[config.mk]
export PLATFORM = sky130hd
export DESIGN_NAME = scan_seq
export DESIGN_NICKNAME = d
export VERILOG_FILES = /design/src/rtl/scan_pkg.sv /design/src/rtl/scan_ctl.sv /design/src/rtl/scan_fsm.sv /design/src/rtl/scan_res.sv /design/src/rtl/scan_seq.sv
export SDC_FILE = /design/constraint.sdc
export NUM_CORES = 1
export LEC_CHECK = 0
export ABC_AREA = 1
export ABC_CLOCK_PERIOD_IN_PS = 1040
export BUFFER_PORTS_ARGS = -buffer_cell sky130_fd_sc_hd__buf_2
export CORE_ASPECT_RATIO = 0.75
export CORE_MARGIN = 8
export CORE_UTILIZATION = 40
export DETAILED_ROUTE_END_ITERATION = 7
export PLACE_DENSITY_LB_ADDON = 0.15
export RECOVER_POWER = 50
export SLEW_MARGIN = 20
export SYNTH_ARGS = -nofsm -noshare
export SYNTH_HDL_FRONTEND = slang
export SYNTH_HIERARCHICAL = 1
export SYNTH_SLANG_ARGS = --single-unit
[constraint.sdc]
create_clock -name clk -period 1.04 [get_ports clk]
set_input_delay 0.052 -clock clk [delete_from_list [all_inputs] [get_ports clk]]
set_output_delay 0.052 -clock clk [all_outputs]
set_load 0.01 [all_outputs]
[src/rtl/scan_pkg.sv]
package scan_pkg;
    typedef enum logic [1:0] {
        ST_IDLE  = 2'd0,
        ST_ISSUE = 2'd1,
        ST_BUSY  = 2'd2
    } scan_state_e;
endpackage

[src/rtl/scan_ctl.sv]
module scan_ctl #(
    parameter int IW = 2
) (
    input  logic          clk,
    input  logic          rst_n,
    input  logic          ctl_we,
    input  logic          wr_run,
    input  logic          wr_grp,
    input  logic [IW-1:0] wr_cnt,
    input  logic          wr_ie,
    input  logic          trig,
    input  logic          flag_clr,
    input  logic          pass_end,
    output logic          run_q,
    output logic          grp_q,
    output logic [IW-1:0] cnt_q,
    output logic          ie_q,
    output logic          flag_q,
    output logic          irq
);
    // Control word: a write has priority over the trigger.
    always_ff @(posedge clk) begin
        if (!rst_n) begin
            run_q <= 1'b0;
            grp_q <= 1'b0;
            cnt_q <= '0;
            ie_q  <= 1'b0;
        end else if (ctl_we) begin
            run_q <= wr_run;
            grp_q <= wr_grp;
            cnt_q <= wr_cnt;
            ie_q  <= wr_ie;
        end else if (trig) begin
            run_q <= 1'b1;
        end
    end

    // Sticky end-of-scan flag: a set beats a clear.
    always_ff @(posedge clk) begin
        if (!rst_n)        flag_q <= 1'b0;
        else if (pass_end) flag_q <= 1'b1;
        else if (flag_clr) flag_q <= 1'b0;
    end

    assign irq = flag_q & ie_q;

    p_trig_starts_r2: assert property (@(posedge clk) disable iff (!rst_n)
        (trig && !ctl_we) |=> run_q);
    p_flag_set_r7: assert property (@(posedge clk) disable iff (!rst_n)
        pass_end |=> flag_q);
    p_flag_sticky_r8: assert property (@(posedge clk) disable iff (!rst_n)
        (flag_q && !flag_clr) |=> flag_q);
    p_irq_needs_flag_r9: assert property (@(posedge clk) disable iff (!rst_n)
        irq |-> flag_q);
endmodule

[src/rtl/scan_fsm.sv]
module scan_fsm
    import scan_pkg::*;
#(
    parameter int IW = 2
) (
    input  logic          clk,
    input  logic          rst_n,
    input  logic          run_q,
    input  logic [IW-1:0] cnt_q,
    input  logic          conv_done,
    output logic [IW-1:0] idx,
    output logic          conv_start,
    output logic          accept,
    output logic          pass_end
);
    scan_state_e state, nxt;

    // State register and pass position.
    always_ff @(posedge clk) begin
        if (!rst_n) begin
            state <= ST_IDLE;
            idx   <= '0;
        end else begin
            state <= nxt;
            if (state == ST_IDLE) idx <= '0;
            else if (accept)      idx <= pass_end ? '0 : idx + IW'(1);
        end
    end

    // Transitions.
    always_comb begin
        nxt = state;
        unique case (state)
            ST_IDLE:  nxt = run_q ? ST_ISSUE : ST_IDLE;
            ST_ISSUE: nxt = run_q ? ST_BUSY : ST_IDLE;
            ST_BUSY: begin
                if (!run_q)         nxt = ST_IDLE;
                else if (conv_done) nxt = ST_ISSUE;
                else                nxt = ST_BUSY;
            end
            default:  nxt = ST_IDLE;
        endcase
    end

    // Outputs.
    always_comb begin
        conv_start = (state == ST_ISSUE);
        accept     = (state == ST_BUSY) && run_q && conv_done;
        pass_end   = accept && (idx == cnt_q);
    end

    p_gapless_r5: assert property (@(posedge clk) disable iff (!rst_n)
        accept |=> conv_start);
    p_single_pulse_r5: assert property (@(posedge clk) disable iff (!rst_n)
        conv_start |=> !conv_start);
    p_fresh_start_r11: assert property (@(posedge clk) disable iff (!rst_n)
        (conv_start && !$past(conv_done)) |-> (idx == '0));
    p_halt_r10: assert property (@(posedge clk) disable iff (!rst_n)
        !run_q |=> !conv_start);
endmodule

[src/rtl/scan_res.sv]
module scan_res #(
    parameter int DW    = 10,
    parameter int SLOTS = 4
) (
    input  logic                     clk,
    input  logic                     rst_n,
    input  logic                     we,
    input  logic [$clog2(SLOTS)-1:0] slot,
    input  logic [DW-1:0]            din,
    output logic [SLOTS*DW-1:0]      res_flat
);
    localparam int IW = $clog2(SLOTS);

    for (genvar k = 0; k < SLOTS; k++) begin : g_slot
        logic [DW-1:0] r;
        always_ff @(posedge clk) begin
            if (!rst_n)                       r <= '0;
            else if (we && slot == IW'(k))    r <= din;
        end
        assign res_flat[k*DW +: DW] = r;
    end

    p_hold_r10: assert property (@(posedge clk) disable iff (!rst_n)
        !we |=> $stable(res_flat));
endmodule

[src/rtl/scan_seq.sv]
module scan_seq #(
    parameter int DW    = 10,
    parameter int SLOTS = 4
) (
    input  logic                     clk,
    input  logic                     rst_n,
    input  logic                     ctl_we,
    input  logic                     wr_run,
    input  logic                     wr_grp,
    input  logic [$clog2(SLOTS)-1:0] wr_cnt,
    input  logic                     wr_ie,
    input  logic                     flag_clr,
    input  logic                     trig,
    input  logic                     conv_done,
    input  logic [DW-1:0]            conv_data,
    output logic                     conv_start,
    output logic [$clog2(SLOTS):0]   conv_chan,
    output logic                     scan_run,
    output logic                     eos_flag,
    output logic                     irq,
    output logic [SLOTS*DW-1:0]      res_flat
);
    localparam int IW = $clog2(SLOTS);

    logic          run_q, grp_q, ie_q, accept, pass_end;
    logic [IW-1:0] cnt_q, idx;

    scan_ctl #(.IW(IW)) u_ctl (
        .clk(clk), .rst_n(rst_n), .ctl_we(ctl_we), .wr_run(wr_run),
        .wr_grp(wr_grp), .wr_cnt(wr_cnt), .wr_ie(wr_ie), .trig(trig),
        .flag_clr(flag_clr), .pass_end(pass_end), .run_q(run_q),
        .grp_q(grp_q), .cnt_q(cnt_q), .ie_q(ie_q), .flag_q(eos_flag),
        .irq(irq)
    );

    scan_fsm #(.IW(IW)) u_fsm (
        .clk(clk), .rst_n(rst_n), .run_q(run_q), .cnt_q(cnt_q),
        .conv_done(conv_done), .idx(idx), .conv_start(conv_start),
        .accept(accept), .pass_end(pass_end)
    );

    scan_res #(.DW(DW), .SLOTS(SLOTS)) u_res (
        .clk(clk), .rst_n(rst_n), .we(accept), .slot(idx),
        .din(conv_data), .res_flat(res_flat)
    );

    assign conv_chan = {grp_q, idx};
    assign scan_run  = run_q;

    p_no_irq_disabled_r9: assert property (@(posedge clk) disable iff (!rst_n)
        !ie_q |-> !irq);
endmodule

==> impl_metrics.toml <==
[critical_path]
worst_path_largest_cell_delay_ps = 330
path_delay_family = "simple AND/OR/NAND/NOR gates"
critPathSlowestCell = "sky130_fd_sc_hd__dfxtp_2"
r2r-start = "u_fsm/state[0]$_SDFF_PN0_"
critical_path_arrival_ps = 1370
r2r_setup_slack_ps = -130
worstPathMaxFanout = 20
critical_path_class = "flip-flop to flip-flop"
r2r.worst_path.cells = 8
critical_path_required_ps = 1240
worstReg2RegEnd = "u_res/g_slot[0].r[4]$_SDFFE_PN0P_"
critPathCaptureType = "flip-flop"
critPathLaunchType = "flip-flop"
worstPathBufferInverterCount = 3
crit_path_from = "u_fsm/state[0]$_SDFF_PN0_"
timing.critical_path.cells = "inv_2 > nand2_4 > nor2_4 > buf_4 > buf_12 > nand3_1 > nand2_1 > nor2_1"

[floorplan]
die_area_um2 = 8000
die_height_um = 79.5
placementRows = 23
die_width_um = 101
boundaryPins = 68
fp.coreArea_um2 = 5270
initial_core_util_pct = 40.8

[global_route]
pin_count_of_the_biggest_net_entering_global_routing = 21
grt_first_pass_wirelength_um = 9460
grt_pass1_vias = 2048
initial_antenna_violation_count = 0
grt.overflow.total = 0
groute.usage.overall_pct = 15.0

[routing]
dr.pass1.iters = 4
routed_wl_um = 5840
detailedRoute.firstIterationViolations = 53
routed_wire_length_per_instance_um = 11.9
post_route_drc_violation_count = 0
detailroute.via_count = 2093
postRouteAntennaNets = 0
viasPerCell = 4.27

[timing]
fin_worst_skew_ps = 6.00
worst_pin_slew_ps = 226
total_of_endpoints_with_negative_setup_slack_in_the_final_report = 44
report.final.hold_viol_count = 0
minimum_period_implied_by_the_final_worst_setup_slack_ps = 1170
setup_slack_ps = -129
rsz0062_at_grt = "true"
finalCritPeriodShare_pct = 112
clock.fmax_mhz = 856
slew_headroom_pct = 84.9
timing.final.max_slew_violations = 0

[flow_run]
drv_cap = 0

[hold_path]
classification_of_the_worst_slack_hold_path = "input port to flip-flop"
min_from = "conv_data[1]"
worstHoldEndpoint = "u_res/g_slot[2].r[1]$_SDFFE_PN0P_"
holdPathStages = 3

[placed_design]
gp_routability_congestion = 0.750
quantity_of_i_o_buffers_inserted_on_ports = 67
place_hpwl_um = 4120
dp_slack_ps = -140

[clock_network]
cts-root-buf = "sky130_fd_sc_hd__clkbuf_8"
cts.path.max_buffers = 2
clk-insertion-delay-late_ps = 300
cts-htree-levels = 2
clkSinkCount = 50
cts_clk_pin_slew_worst_paths_ps = 90
tritoncts_clock_tree = "yes"
cts_buffers = 5

[power]
power.density_cell_area_nw_per_um2 = 1210
irDropWorstVdd_v = 0.000586
p_leak_nw = 1.56

[finish]
area.growth.synth_to_final_pct = 37.0
area.sequential_um2 = 1010
proportion_of_layout_cells_with_a_drive_suffix_above_1_pct = 26.7
final_core_util_pct = 55.9
insertedDiodeCount = 0
multiInputGateArea_um2 = 932
final_nets = 436
nFillCells = 563

[logic_synthesis]
mappedNetlistArea_um2 = 2150
synth_fp_nets = 351
synth_seq_cells = 50
synthesis.instances = 330
ys.warnings.count = 6
sequential_share_of_the_synthesized_area_pct = 46.6
syn_avg_cell_area_um2 = 6.51
yosys.cell_types.count = 20

[run_status]
failed_checks = "setup timing"
outcome = "finished with violations"
[how the worst max path moves through the flow]
| stage | end | slack, ps | cells past startpoint |
|---|---|---|---|
| final | u_res/g_slot[0].r[4]$_SDFFE_PN0P_ | -130 | 8 |
| after global placement | u_res/g_slot[2].r[4]$_SDFFE_PN0P_ | -110 | 7 |
| after detailed placement | u_res/g_slot[2].r[4]$_SDFFE_PN0P_ | -140 | 8 |
| after floorplan | u_res/g_slot[1].r[0]$_SDFFE_PN0P_ | -90 | 7 |
| after global routing | u_res/g_slot[0].r[3]$_SDFFE_PN0P_ | -250 | 8 |
| after CTS | u_res/g_slot[0].r[4]$_SDFFE_PN0P_ | -130 | 7 |
[cell usage in the layout, fill, tap and decap left out, drive strengths merged]
| cell type | count |
|---|---|
| a21boi | 1 |
| a21oi | 11 |
| buf | 67 |
| bufinv | 1 |
| clkbuf | 26 |
| dfxtp | 50 |
| dlygate4sd3 | 6 |
| inv | 57 |
| nand2 | 86 |
| nand3 | 16 |
| nor2 | 87 |
| o21ai | 4 |
| o21ba | 1 |
| o32ai | 1 |
| xnor2 | 1 |
[metrics by stage]
stage / instances / cell area (um^2) / hold WS [ps] / TNS [ps] / total power (W)
2_1_floorplan: 330 / 2170 / 170 / -2980 / 0.00208
3_3_place_gp: 474 / 2670 / 271 / -3320 / 0.00220
3_5_place_dp: 474 / 2670 / 275 / -4720 / 0.00220
4_1_cts: 488 / 2910 / 17.1 / -4030 / 0.00362
5_1_grt: 490 / 2940 / 38.3 / -8360 / 0.00372
6_report: 490 / 2940 / 45.4 / -4240 / 0.00356
[cell usage after synthesis]
library cell | count | area [um^2]
sky130_fd_sc_hd__buf_1 | 2 | 7.51
sky130_fd_sc_hd__nor2_1 | 85 | 319
sky130_fd_sc_hd__inv_2 | 3 | 11.3
sky130_fd_sc_hd__clkbuf_1 | 2 | 7.51
sky130_fd_sc_hd__nand3_2 | 1 | 10.0
sky130_fd_sc_hd__xnor2_1 | 1 | 8.76
sky130_fd_sc_hd__dfxtp_1 | 50 | 1000
sky130_fd_sc_hd__nand2_2 | 2 | 12.5
sky130_fd_sc_hd__o21ba_2 | 1 | 10.0
sky130_fd_sc_hd__nor2_2 | 1 | 6.26
sky130_fd_sc_hd__o21ai_0 | 4 | 20.0
sky130_fd_sc_hd__nand2_1 | 84 | 315
sky130_fd_sc_hd__a21boi_0 | 1 | 7.51
sky130_fd_sc_hd__buf_2 | 9 | 45.0
sky130_fd_sc_hd__o32ai_1 | 1 | 8.76
sky130_fd_sc_hd__nand3_1 | 15 | 75.1
sky130_fd_sc_hd__buf_4 | 2 | 15.0
sky130_fd_sc_hd__a21oi_1 | 11 | 55.1
sky130_fd_sc_hd__inv_1 | 54 | 203
sky130_fd_sc_hd__nor2_4 | 1 | 11.3
[registers in the layout, indices dropped and copies added, names as in the netlist]
name,count
u_ctl/grp_q,1
u_ctl/flag_q,1
u_res/g_slot.r,40
u_ctl/cnt_q,2
u_fsm/idx,2
u_ctl/ie_q,1
u_ctl/run_q,1
u_fsm/state,2
[cell type report]
type	count	share of cell area, %
flip-flops and latches	50	34.4
well taps	75	3.19
multi-input cells	208	31.7
clock inverters	1	1.02
clock buffers	6	2.80
repair buffers	93	19.7
inverters	57	7.27
[report_power, final]
part | internal, W | switching, W | total [W] | leakage, nW
registers | 0.00193 | 0.0000108 | 0.00194 | 0.407
logic | 0.000100 | 0.000138 | 0.000238 | 1.09
clock network | 0.000770 | 0.000616 | 0.00139 | 0.0573
total | 0.00280 | 0.000764 | 0.00356 | 1.56
[kinds of logic (layout without fill, tap and decap cells)]
logic type / count (synthesis) / count (layout) / share of synthesized area (%)
AO/OA/AOI/OAI: 18 / 18 / 4.71
flip-flops: 50 / 50 / 46.6
buffers and inverters: 72 / 157 / 13.4
AND/OR/NAND/NOR: 189 / 189 / 34.9
XOR/XNOR: 1 / 1 / 0.408
[worst register-to-register path: stages (launching register included)]
cell and delay [ps]:
sky130_fd_sc_hd__dfxtp_2 330, sky130_fd_sc_hd__inv_2 70, sky130_fd_sc_hd__nand2_4 60, sky130_fd_sc_hd__nor2_4 150, sky130_fd_sc_hd__buf_4 150, sky130_fd_sc_hd__buf_12 130
sky130_fd_sc_hd__nand3_1 80, sky130_fd_sc_hd__nand2_1 60, sky130_fd_sc_hd__nor2_1 40
[layer usage]
layer / up-vias / routed length [um] / track usage (%) / share of wire [%]
li1: 1130 / - / - / -
met1: 906 / 2710 / 18.6 / 46
met2: 49 / 2630 / 24.0 / 45
met3: 8 / 415 / 4.09 / 7.1
met4: 0 / 78 / 5.86 / 1.3
met5: - / 0 / 0 / 0
[what timing repair did]
item,in CTS,in global routing
pin swaps,2,2
hold buffers,6,0
setup buffers,1,2
setup endpoints to repair,46,46
resized for setup,20,16
hold endpoints to repair,6,0
(Power assumes the default switching activity.)
